### config.mk
export PLATFORM = sky130hd
export DESIGN_NAME = core_timer_router
export DESIGN_NICKNAME = d
export VERILOG_FILES = /design/src/rtl/ctr_pkg.sv /design/src/rtl/ctr_decode.sv /design/src/rtl/ctr_timer.sv /design/src/rtl/core_timer_router.sv
export SDC_FILE = /design/constraint.sdc
export NUM_CORES = 2
export LEC_CHECK = 0
export BUFFER_PORTS_ARGS = -buffer_cell sky130_fd_sc_hd__buf_2
export CORE_ASPECT_RATIO = 0.5
export CORE_UTILIZATION = 50
export CTS_BUF_LIST = sky130_fd_sc_hd__clkbuf_2 sky130_fd_sc_hd__clkbuf_4 sky130_fd_sc_hd__clkbuf_8
export DETAILED_ROUTE_END_ITERATION = 8
export GPL_TIMING_DRIVEN = 0
export PLACE_DENSITY_LB_ADDON = 0.3
export SLEW_MARGIN = 40
export SYNTH_ARGS = -nofsm -noshare
export SYNTH_HDL_FRONTEND = slang
export SYNTH_HIERARCHICAL = 1
export SYNTH_SLANG_ARGS = --single-unit
### constraint.sdc
create_clock -name clk -period 6.15 [get_ports clk]
set_input_delay 0.3075 -clock clk [delete_from_list [all_inputs] [get_ports clk]]
set_output_delay 0.3075 -clock clk [all_outputs]
set_load 0.01 [all_outputs]
### src/rtl/ctr_pkg.sv
package ctr_pkg;
  localparam int unsigned WIN_SHIFT = 5;
  localparam logic [1:0]  SZ_WORD   = 2'd2;
  localparam logic [2:0]  OFF_LOAD  = 3'd0;
  localparam logic [2:0]  OFF_COUNT = 3'd1;
  localparam logic [2:0]  OFF_CTRL  = 3'd2;
  localparam logic [2:0]  OFF_STAT  = 3'd3;

  // window number of a byte address
  function automatic int unsigned win_of(input logic [15:0] a);
    return int'(a >> WIN_SHIFT);
  endfunction

  // register slot inside a window
  function automatic logic [2:0] off_of(input logic [15:0] a);
    return a[4:2];
  endfunction

  // timer addressed by a legal access
  function automatic int unsigned target_of(input int unsigned win,
                                            input int unsigned cid);
    return (win == 0) ? cid : win - 1;
  endfunction
endpackage

### src/rtl/ctr_decode.sv
module ctr_decode #(
  parameter int NUM_CORES = 4,
  parameter int ADDR_W    = 9,
  parameter int CID_W     = 3
) (
  input  logic              valid,
  input  logic [ADDR_W-1:0] addr,
  input  logic [1:0]        size,
  input  logic [CID_W-1:0]  cid,
  output logic [NUM_CORES-1:0] sel,
  output logic              err,
  output logic [2:0]        off
);
  import ctr_pkg::*;

  int unsigned win;
  int unsigned tgt;
  logic        bad_fmt, bad_win, bad_cid;

  always_comb begin
    win     = win_of(16'(addr));
    off     = off_of(16'(addr));
    bad_fmt = (size != SZ_WORD) || (addr[1:0] != 2'b00);
    bad_win = win > NUM_CORES;
    bad_cid = (win == 0) && (int'(cid) >= NUM_CORES);
    err     = valid && (bad_fmt || bad_win || bad_cid);
    tgt     = target_of(win, int'(cid));
    for (int k = 0; k < NUM_CORES; k++) begin
      sel[k] = valid && !err && (tgt == k);
    end
  end
endmodule

### src/rtl/ctr_timer.sv
module ctr_timer (
  input  logic        clk,
  input  logic        rst_n,
  input  logic        sel,
  input  logic        wr,
  input  logic [2:0]  off,
  input  logic [31:0] wdata,
  output logic [31:0] rdata,
  output logic        irq
);
  import ctr_pkg::*;

  logic [31:0] load_q, count_q, ctrl_q;
  logic [7:0]  pre_q;
  logic        stat_q;
  logic        running, tick, expire;

  assign running = ctrl_q[0] && (count_q != 32'd0);
  assign tick    = running && (pre_q == ctrl_q[15:8]);
  assign expire  = tick && (count_q == 32'd1);
  assign irq     = stat_q && ctrl_q[2];

  always_comb begin
    unique case (off)
      OFF_LOAD:  rdata = load_q;
      OFF_COUNT: rdata = count_q;
      OFF_CTRL:  rdata = ctrl_q;
      OFF_STAT:  rdata = {31'd0, stat_q};
      default:   rdata = 32'd0;
    endcase
  end

  always_ff @(posedge clk) begin
    if (!rst_n) begin
      load_q  <= '0;
      count_q <= '0;
      ctrl_q  <= '0;
      pre_q   <= '0;
      stat_q  <= 1'b0;
    end else begin
      if (running) begin
        if (tick) begin
          pre_q <= '0;
          if (expire) begin
            stat_q  <= 1'b1;
            count_q <= ctrl_q[1] ? load_q : 32'd0;
          end else begin
            count_q <= count_q - 32'd1;
          end
        end else begin
          pre_q <= pre_q + 8'd1;
        end
      end
      if (sel && wr) begin
        unique case (off)
          OFF_LOAD: begin
            load_q  <= wdata;
            count_q <= wdata;
            pre_q   <= '0;
          end
          OFF_COUNT: begin
            count_q <= wdata;
            pre_q   <= '0;
          end
          OFF_CTRL: begin
            ctrl_q <= wdata;
            pre_q  <= '0;
            if (wdata[0] && !running && wdata[1]) count_q <= load_q;
          end
          OFF_STAT: if (wdata[0]) stat_q <= 1'b0;
          default: ;
        endcase
      end
    end
  end

  // the flag only drops on a write of 1 to the status slot
  assert_stat_clear_R8: assert property (@(posedge clk) disable iff (!rst_n)
    $fell(stat_q) |-> $past(sel && wr && off == OFF_STAT && wdata[0]));

  // the flag is only raised by an enabled countdown
  assert_stat_set_R9: assert property (@(posedge clk) disable iff (!rst_n)
    $rose(stat_q) |-> $past(ctrl_q[0]));
endmodule

### src/rtl/core_timer_router.sv
module core_timer_router #(
  parameter int NUM_CORES = 4,
  parameter int MAX_CORES = 8,
  parameter int ADDR_W    = $clog2(MAX_CORES + 1) + 5,
  parameter int CID_W     = $clog2(MAX_CORES)
) (
  input  logic                 clk,
  input  logic                 rst_n,
  input  logic                 req_valid,
  input  logic                 req_write,
  input  logic [ADDR_W-1:0]    req_addr,
  input  logic [1:0]           req_size,
  input  logic [31:0]          req_wdata,
  input  logic [CID_W-1:0]     req_core_id,
  output logic                 rsp_valid,
  output logic                 rsp_err,
  output logic [31:0]          rsp_rdata,
  output logic [NUM_CORES-1:0] irq
);
  import ctr_pkg::*;

  if (NUM_CORES < 1 || NUM_CORES > MAX_CORES) begin : g_bad_count
    $error("core_timer_router: NUM_CORES out of range 1..MAX_CORES");
  end

  logic [NUM_CORES-1:0]       tmr_sel;
  logic                       dec_err;
  logic [2:0]                 dec_off;
  logic [NUM_CORES-1:0][31:0] tmr_rdata;
  logic [31:0]                rd_mux;

  ctr_decode #(
    .NUM_CORES(NUM_CORES), .ADDR_W(ADDR_W), .CID_W(CID_W)
  ) decode_i (
    .valid(req_valid), .addr(req_addr), .size(req_size),
    .cid(req_core_id), .sel(tmr_sel), .err(dec_err), .off(dec_off)
  );

  for (genvar k = 0; k < NUM_CORES; k++) begin : g_timer
    ctr_timer timer_i (
      .clk(clk), .rst_n(rst_n), .sel(tmr_sel[k]), .wr(req_write),
      .off(dec_off), .wdata(req_wdata), .rdata(tmr_rdata[k]), .irq(irq[k])
    );
  end

  always_comb begin
    rd_mux = '0;
    for (int k = 0; k < NUM_CORES; k++) begin
      if (tmr_sel[k]) rd_mux = rd_mux | tmr_rdata[k];
    end
  end

  always_ff @(posedge clk) begin
    if (!rst_n) begin
      rsp_valid <= 1'b0;
      rsp_err   <= 1'b0;
      rsp_rdata <= '0;
    end else begin
      rsp_valid <= req_valid;
      rsp_err   <= req_valid && dec_err;
      rsp_rdata <= (req_valid && !dec_err && !req_write) ? rd_mux : 32'd0;
    end
  end

  // at most one timer is touched per access
  assert_sel_onehot_R1: assert property (@(posedge clk) disable iff (!rst_n)
    $onehot0(tmr_sel));

  // an erroring access reaches no timer
  assert_err_blocks_R6: assert property (@(posedge clk) disable iff (!rst_n)
    (req_valid && dec_err) |-> (tmr_sel == '0));

  // a legal alias access lands on the requester's own timer
  assert_alias_route_R2: assert property (@(posedge clk) disable iff (!rst_n)
    (req_valid && req_addr[ADDR_W-1:5] == '0 && req_size == SZ_WORD &&
     req_addr[1:0] == 2'b00 && int'(req_core_id) < NUM_CORES)
    |-> (tmr_sel == (NUM_CORES'(1) << req_core_id)));

  // one response per request, one cycle later
  assert_rsp_follows_R7: assert property (@(posedge clk) disable iff (!rst_n)
    req_valid |=> rsp_valid);
  assert_rsp_quiet_R7: assert property (@(posedge clk) disable iff (!rst_n)
    !req_valid |=> !rsp_valid);
endmodule

# Word-level counts from Yosys, hierarchy flattened
# Index checks and enable logic that the tools add are counted.
word_totals:
  ff_bits: 454
  input_bits: 50
  output_inout_bits: 38
  elab_cells: 194
op_classes:
  n_addsub: 9
  order_cmp: 2
  n_eq_ne: 15
  mux: 77
  n_bitwise: 3
  reduce_logical: 65
ops:
  columns: ["operator", "count"]
  rows:
  - ["$mux W32", 29]
  - ["$pmux W32 S4", 4]
  - ["$pmux W32 S2", 4]
  - ["$eq A32 B1 Y1 const B", 5]
  - ["$mux W8", 16]
  - ["$reduce_bool A32 Y1", 4]
  - ["$sub A32 B1 Y32 const B", 4]
  - ["$or A32 B32 Y32", 3]
  - ["$eq A32 B2 Y1 const B", 2]
  - ["$logic_not A32 Y1", 2]
  - ["$logic_and A1 B1 Y1", 37]
  - ["$add A8 B1 Y8 const B", 4]
  - ["$eq A8 B8 Y1", 4]
  - ["$mux W1", 24]
  - ["$reduce_and A2 Y1", 9]
  - ["$eq A3 B2 Y1 const B", 2]
  - ["$logic_not A1 Y1", 6]
  - ["$sub A4 B1 Y5 const B", 1]
  - ["$gt A4 B3 Y1 const B", 1]
  - ["$eq A3 B1 Y1 const B", 1]
  - ["$ge A3 B3 Y1 const B", 1]
  - ["$logic_not A3 Y1", 1]
  - ["$logic_or A1 B1 Y1", 3]
  - ["$reduce_or A3 Y1", 1]
  - ["3 further kinds", 3]

# Logic depth before layout (Yosys ltp)
depth:
  ltp_word: 15
  ltp_mapped: 15
  mapped_depth_nobuf: 14

# Modules after synthesis
# Netlist, hierarchy kept.
modules_own_cells:
  columns: ["module", "n_inst", "cells_per_inst", "area_each_um2", "seq_area_each_um2"]
  rows:
  - ["ctr_timer (g_timer[1].timer_i ...)", 2, 840, 6034.5, 2102.0]
  - ["ctr_timer (g_timer[0].timer_i)", 1, 853, 6331.1, 2102.0]
  - ["ctr_timer (g_timer[3].timer_i)", 1, 842, 6169.7, 2102.0]
  - ["core_timer_router", 1, 149, 1560.2, 680.7]
  - ["ctr_decode", 1, 33, 206.4, 0.0]

# Worst setup path after synthesis
# OpenSTA, ideal clock, no wires.
synth_timing:
  kind: "input-to-reg"
  from: "input req_addr[5]"
  to: "register g_timer[0].timer_i.count_q[0]"
  setup_ns: 0.122
  arrival_time_ns: 3.207
  required_ns: 6.028
  setup_slack_ns: 2.821
  cell_stages: 13
  n_path_buf: 0
  path_cell_list: "inv_1 -> ha_1 -> nand2b_1 -> nand4b_1 -> a31o_1 -> a311o_1 -> nor3_1 -> nand2_1 -> nor3_1 -> nand2b_1 -> nor4_4 -> or2_1 -> a221o_1"
synth_between:
  elab_chain_cells: 9
  word_cells_on_any_way: 14
  cone_classes: "1 x add/sub; 1 x order compare; 2 x mux; 10 x reduce/logical"
synth_lines:
  columns: ["element", "line", "source"]
  rows:
  - ["start: declaration", "core_timer_router.sv:11", "input logic [ADDR_W-1:0] req_addr,"]
  - ["parallel branches: the longest is 6 deep, another holds $sub A4 B1 Y5", null, null]
  - ["$logic_and A1 B1 Y1 *", "ctr_decode.sv:29", "sel[k] = valid && !err && (tgt == k);"]
  - ["via tmr_sel[0]", "core_timer_router.sv:26", "logic [NUM_CORES-1:0] tmr_sel;"]
  - ["$logic_and A1 B1 Y1 *", "ctr_timer.sv:54", "if (sel && wr) begin"]
  - ["$mux W32 *", "ctr_timer.sv:54", null]
  - ["end signal: assignment", "ctr_timer.sv:58", "count_q <= wdata;"]
  - ["end signal: assignment", "ctr_timer.sv:62", "count_q <= wdata;"]
  - ["end signal: assignment", "ctr_timer.sv:68", "if (wdata[0] && !running && wdata[1]) count_q <= load_q;"]
  - ["end: declaration", "ctr_timer.sv:13", "logic [31:0] load_q, count_q, ctrl_q;"]
# Mark *: on every way through the listed nets, which the timed path passes.
# A chain may end at the register's enable or synchronous reset.

# Final worst setup path
layout_timing:
  from: "input req_addr[5]"
  to: "register g_timer[1].timer_i.count_q[7]"
layout_between:
  elab_chain_cells: 9
  word_cells_on_any_way: 14
  cone_classes: "1 x add/sub; 1 x order compare; 1 x eq/ne; 2 x mux; 9 x reduce/logical"
layout_lines:
  columns: ["element", "line"]
  rows:
  - ["parallel branches: the longest is 6 deep, another holds $sub A4 B1 Y5", null]
  - ["$logic_and A1 B1 Y1 *", "ctr_decode.sv:29"]
  - ["via tmr_sel[1]", "core_timer_router.sv:26"]
  - ["$logic_and A1 B1 Y1 *", "ctr_timer.sv:54"]
  - ["$mux W32 *", "ctr_timer.sv:54"]
  - ["end signal: assignment", "ctr_timer.sv:58"]
  - ["end signal: assignment", "ctr_timer.sv:62"]
  - ["end signal: assignment", "ctr_timer.sv:68"]
  - ["end: declaration", "ctr_timer.sv:13"]
# Marked as above.

==> impl_metrics.tcl <==
set metrics [dict create \
    worstMarginPinSlew_ns 0.976 \
    wl_per_cell_um 27.8 \
    clkSinkCount 454 \
    tns_ns 0 \
    grt_use_total_pct 44.7 \
    rows 59 \
    floorplan.initialDensity_pct 50.7 \
    portBuffers 84 \
    fin_skew_ns 0.0374 \
    first_pass_iters 6 \
    seq_area_frac_synth_pct 34.5 \
    fmax_ghz 0.250 \
    root_buffer "clkbuf_8" \
    worst_skew_pair.late_latency_ns 0.68 \
    syn-instance-count 3557 \
    setup_viol 0 \
    place_area_um2 27700 \
    cts_resized 0 \
    rsz0062_at_grt "false" \
    ys_ff_latch 454 \
    cp.arrival_ns 4.54 \
    grt_pass1_vias 27144 \
    seq_area_um2 9090 \
    drv_slew 0 \
    synth_cell_type_count 94 \
    maxCapViolations 0 \
    hpwl_um 92900 \
    grt-ovfl-total 0 \
    postRouteAntennaNets 0 \
    fin_util_pct 56.4 \
    cts_buffer_depth 3 \
    cts_setup_buffers 0 \
    powerDensity_nw_per_um2 210 \
    leakagePower_nw 10.4 \
    drc_errors 0 \
    async_flop_share_pct 0 \
    syn-cell-area_um2 26300 \
    start_kind "input pin" \
    synth_fp_nets 3625 \
    core_um2 52000 \
    grt_pass1_wl_um 177000 \
    final_min_period_over_clock_period_pct 65.0 \
    critPathKind "input pin to register" \
    io_pins 88 \
    hold_viol 0 \
    path_clk_slew_ns 0.07 \
    syn_avg_cell_area_um2 7.40 \
    multi_input_area_um2 16100 \
    routabilityCongestion 1.06 \
    hold-worst-slack_ns 0.0548 \
    yosysWarningCount 6 \
    die_w_um 327 \
    cp_max_fo 10 \
    antenna_found_initial 5 \
    synth_edf_count 0 \
    hold_class "input pin to register" \
    vias 30149 \
    num-fill-cells 5062 \
    chipHeight_um 164 \
    cts_tree "done" \
    routed_wl_um 124000 \
    run_status "complete, no violations" \
    slew_headroom_pct 34.3 \
    grt_max_degree 21 \
    ctsHoldBuffers 0 \
    dieArea_um2 53700 \
    layout_min_cycle_time_ns 4.00 \
    drtIter0Drc 4793 \
    htree_num_levels 3 \
    cp-end-kind "register" \
    design_area_um2 29300 \
    avgViaCountPerCell 6.74 \
    drive_above_1_share_pct 10.1 \
    areaGrowthSynthToFinish_pct 11.3 \
    synth_ff_type "dfxtp_1" \
    nNetsFinal 3781 \
    ir_worst_vdd_mv 0.236 \
    crit_required_ns 6.69 \
    cts-buffers-inserted 70 \
]
## cell families (layout without fill, tap and decap cells)
logic type / count (synthesis) / in the layout / share of synthesized area, %
AND/OR/NAND/NOR: 1485 / 1485 / 25.8
AO/OA/AOI/OAI: 1102 / 1102 / 26.7
flip-flops: 454 / 454 / 34.5
buffers and inverters: 305 / 511 / 4.90
multiplexers: 129 / 129 / 5.09
XOR/XNOR: 64 / 64 / 2.13
adder cells (fa/ha/maj): 18 / 18 / 0.855
other: 0 / 7 / 0
## worst max-delay path: stages
cell and delay, ns:
buf_2 0.11, inv_1 0.08, ha_1 0.23, nand2b_1 0.13, nand4b_1 0.08, a31o_1 0.21
a311o_1 0.36, nor3_2 0.71, nand4b_1 0.29, nor2_1 0.61, nand3_1 0.32, nor2_4 0.31
nor2_1 0.14, clkbuf_1 0.35, o211ai_1 0.22, nand3_1 0.08
## metrics by stage
| stage | setup slack (ns) | total power, mW | cells |
|---|---|---|---|
| 6_report | 2.15 | 6.15 | 4471 |
| 4_1_cts | 2.31 | 6.14 | 4464 |
| 5_1_grt | 2.05 | 6.30 | 4465 |
| 2_1_floorplan | 2.82 | 3.15 | 3557 |
| 3_5_place_dp | 1.64 | 3.33 | 4342 |
| 3_3_place_gp | 1.30 | 3.33 | 4342 |
## path summary, 6_finish.rpt
check                                     start                       endpoint  slack (ns)  depth (start not counted)
setup / recovery                    req_addr[5]  g_timer[1].timer_i/count_q[7]        2.15                         16
hold / removal                        req_valid                      rsp_valid        0.05                          2
setup reg to reg  g_timer[1].timer_i/count_q[0]  g_timer[1].timer_i/count_q[0]        2.25                         11
hold reg to reg    g_timer[1].timer_i/ctrl_q[5]   g_timer[1].timer_i/ctrl_q[5]        0.46                          2
## final cells by class
cell class,count,share of cell area (%)
multi-input combinational,2798,54.8
sequential,454,31.0
clock buffer,95,4.22
buffer,276,4.08
tap,701,2.99
timing repair buffer,84,1.43
clock inverter,27,1.01
inverter,29,0.371
antenna,7,0.0597
## per-layer routing
layer,global-route usage (%),routed length [um],vias to the layer above
met4,15.8,4720,4
met3,17.5,19100,363
met1,61.6,51100,14480
li1,-,-,13135
met5,0,29,-
met2,62.4,49100,2167
## power by group
| group | internal (mW) | leakage [nW] | switching [mW] |
|---|---|---|---|
| Clock | 1.53 | 0.770 | 1.33 |
| Combinational | 0.0614 | 5.98 | 0.291 |
| Sequential | 2.94 | 3.65 | 0.000296 |
| Total | 4.53 | 10.4 | 1.62 |
## cells in the mapped netlist (19+ instances only)
library cell / n / share of area, %
nor2_1: 403 / 5.7
dfxtp_1: 454 / 35
a21oi_1: 493 / 9.4
a21boi_0: 29 / 0.83
o21ai_0: 132 / 2.5
nand3_1: 83 / 1.6
nand2_1: 629 / 9.0
nor3_1: 83 / 1.6
a22o_1: 30 / 1.0
xnor2_1: 43 / 1.4
and3_1: 24 / 0.57
a221o_1: 22 / 0.84
nand4_1: 32 / 0.76
o211ai_1: 28 / 0.80
clkbuf_1: 218 / 3.1
a21oi_2: 30 / 1.0
nor4_1: 43 / 1.0
mux2i_1: 125 / 4.8
or4_1: 26 / 0.74
or3_1: 38 / 0.90
buf_2: 33 / 0.63
and2_1: 23 / 0.55
a32oi_1: 19 / 0.63
a31oi_1: 35 / 0.83
inv_1: 26 / 0.37
a22oi_1: 125 / 3.6
xor2_1: 21 / 0.70
## flip-flops by register name, summed over array words and instances (netlist names)
register                 flops
g_timer.timer_i/ctrl_q     128
g_timer.timer_i/pre_q       32
rsp_err                      1
rsp_valid                    1
g_timer.timer_i/stat_q       4
g_timer.timer_i/count_q    128
g_timer.timer_i/load_q     128
rsp_rdata                   32
## layout by cell type, fill, tap and decap left out, drive strengths merged, types with 49 or more instances in the layout
master  netlist  routed
nand2       631     631
buf          58     140
nor2        406     406
mux2i       125     125
dfxtp       454     454
nor4         49      49
nand3        84      84
nor3         90      90
a21oi       523     523
o21ai       136     136
a22oi       125     125
clkbuf      218     315
No activity file was read; power rests on OpenSTA's default activity.
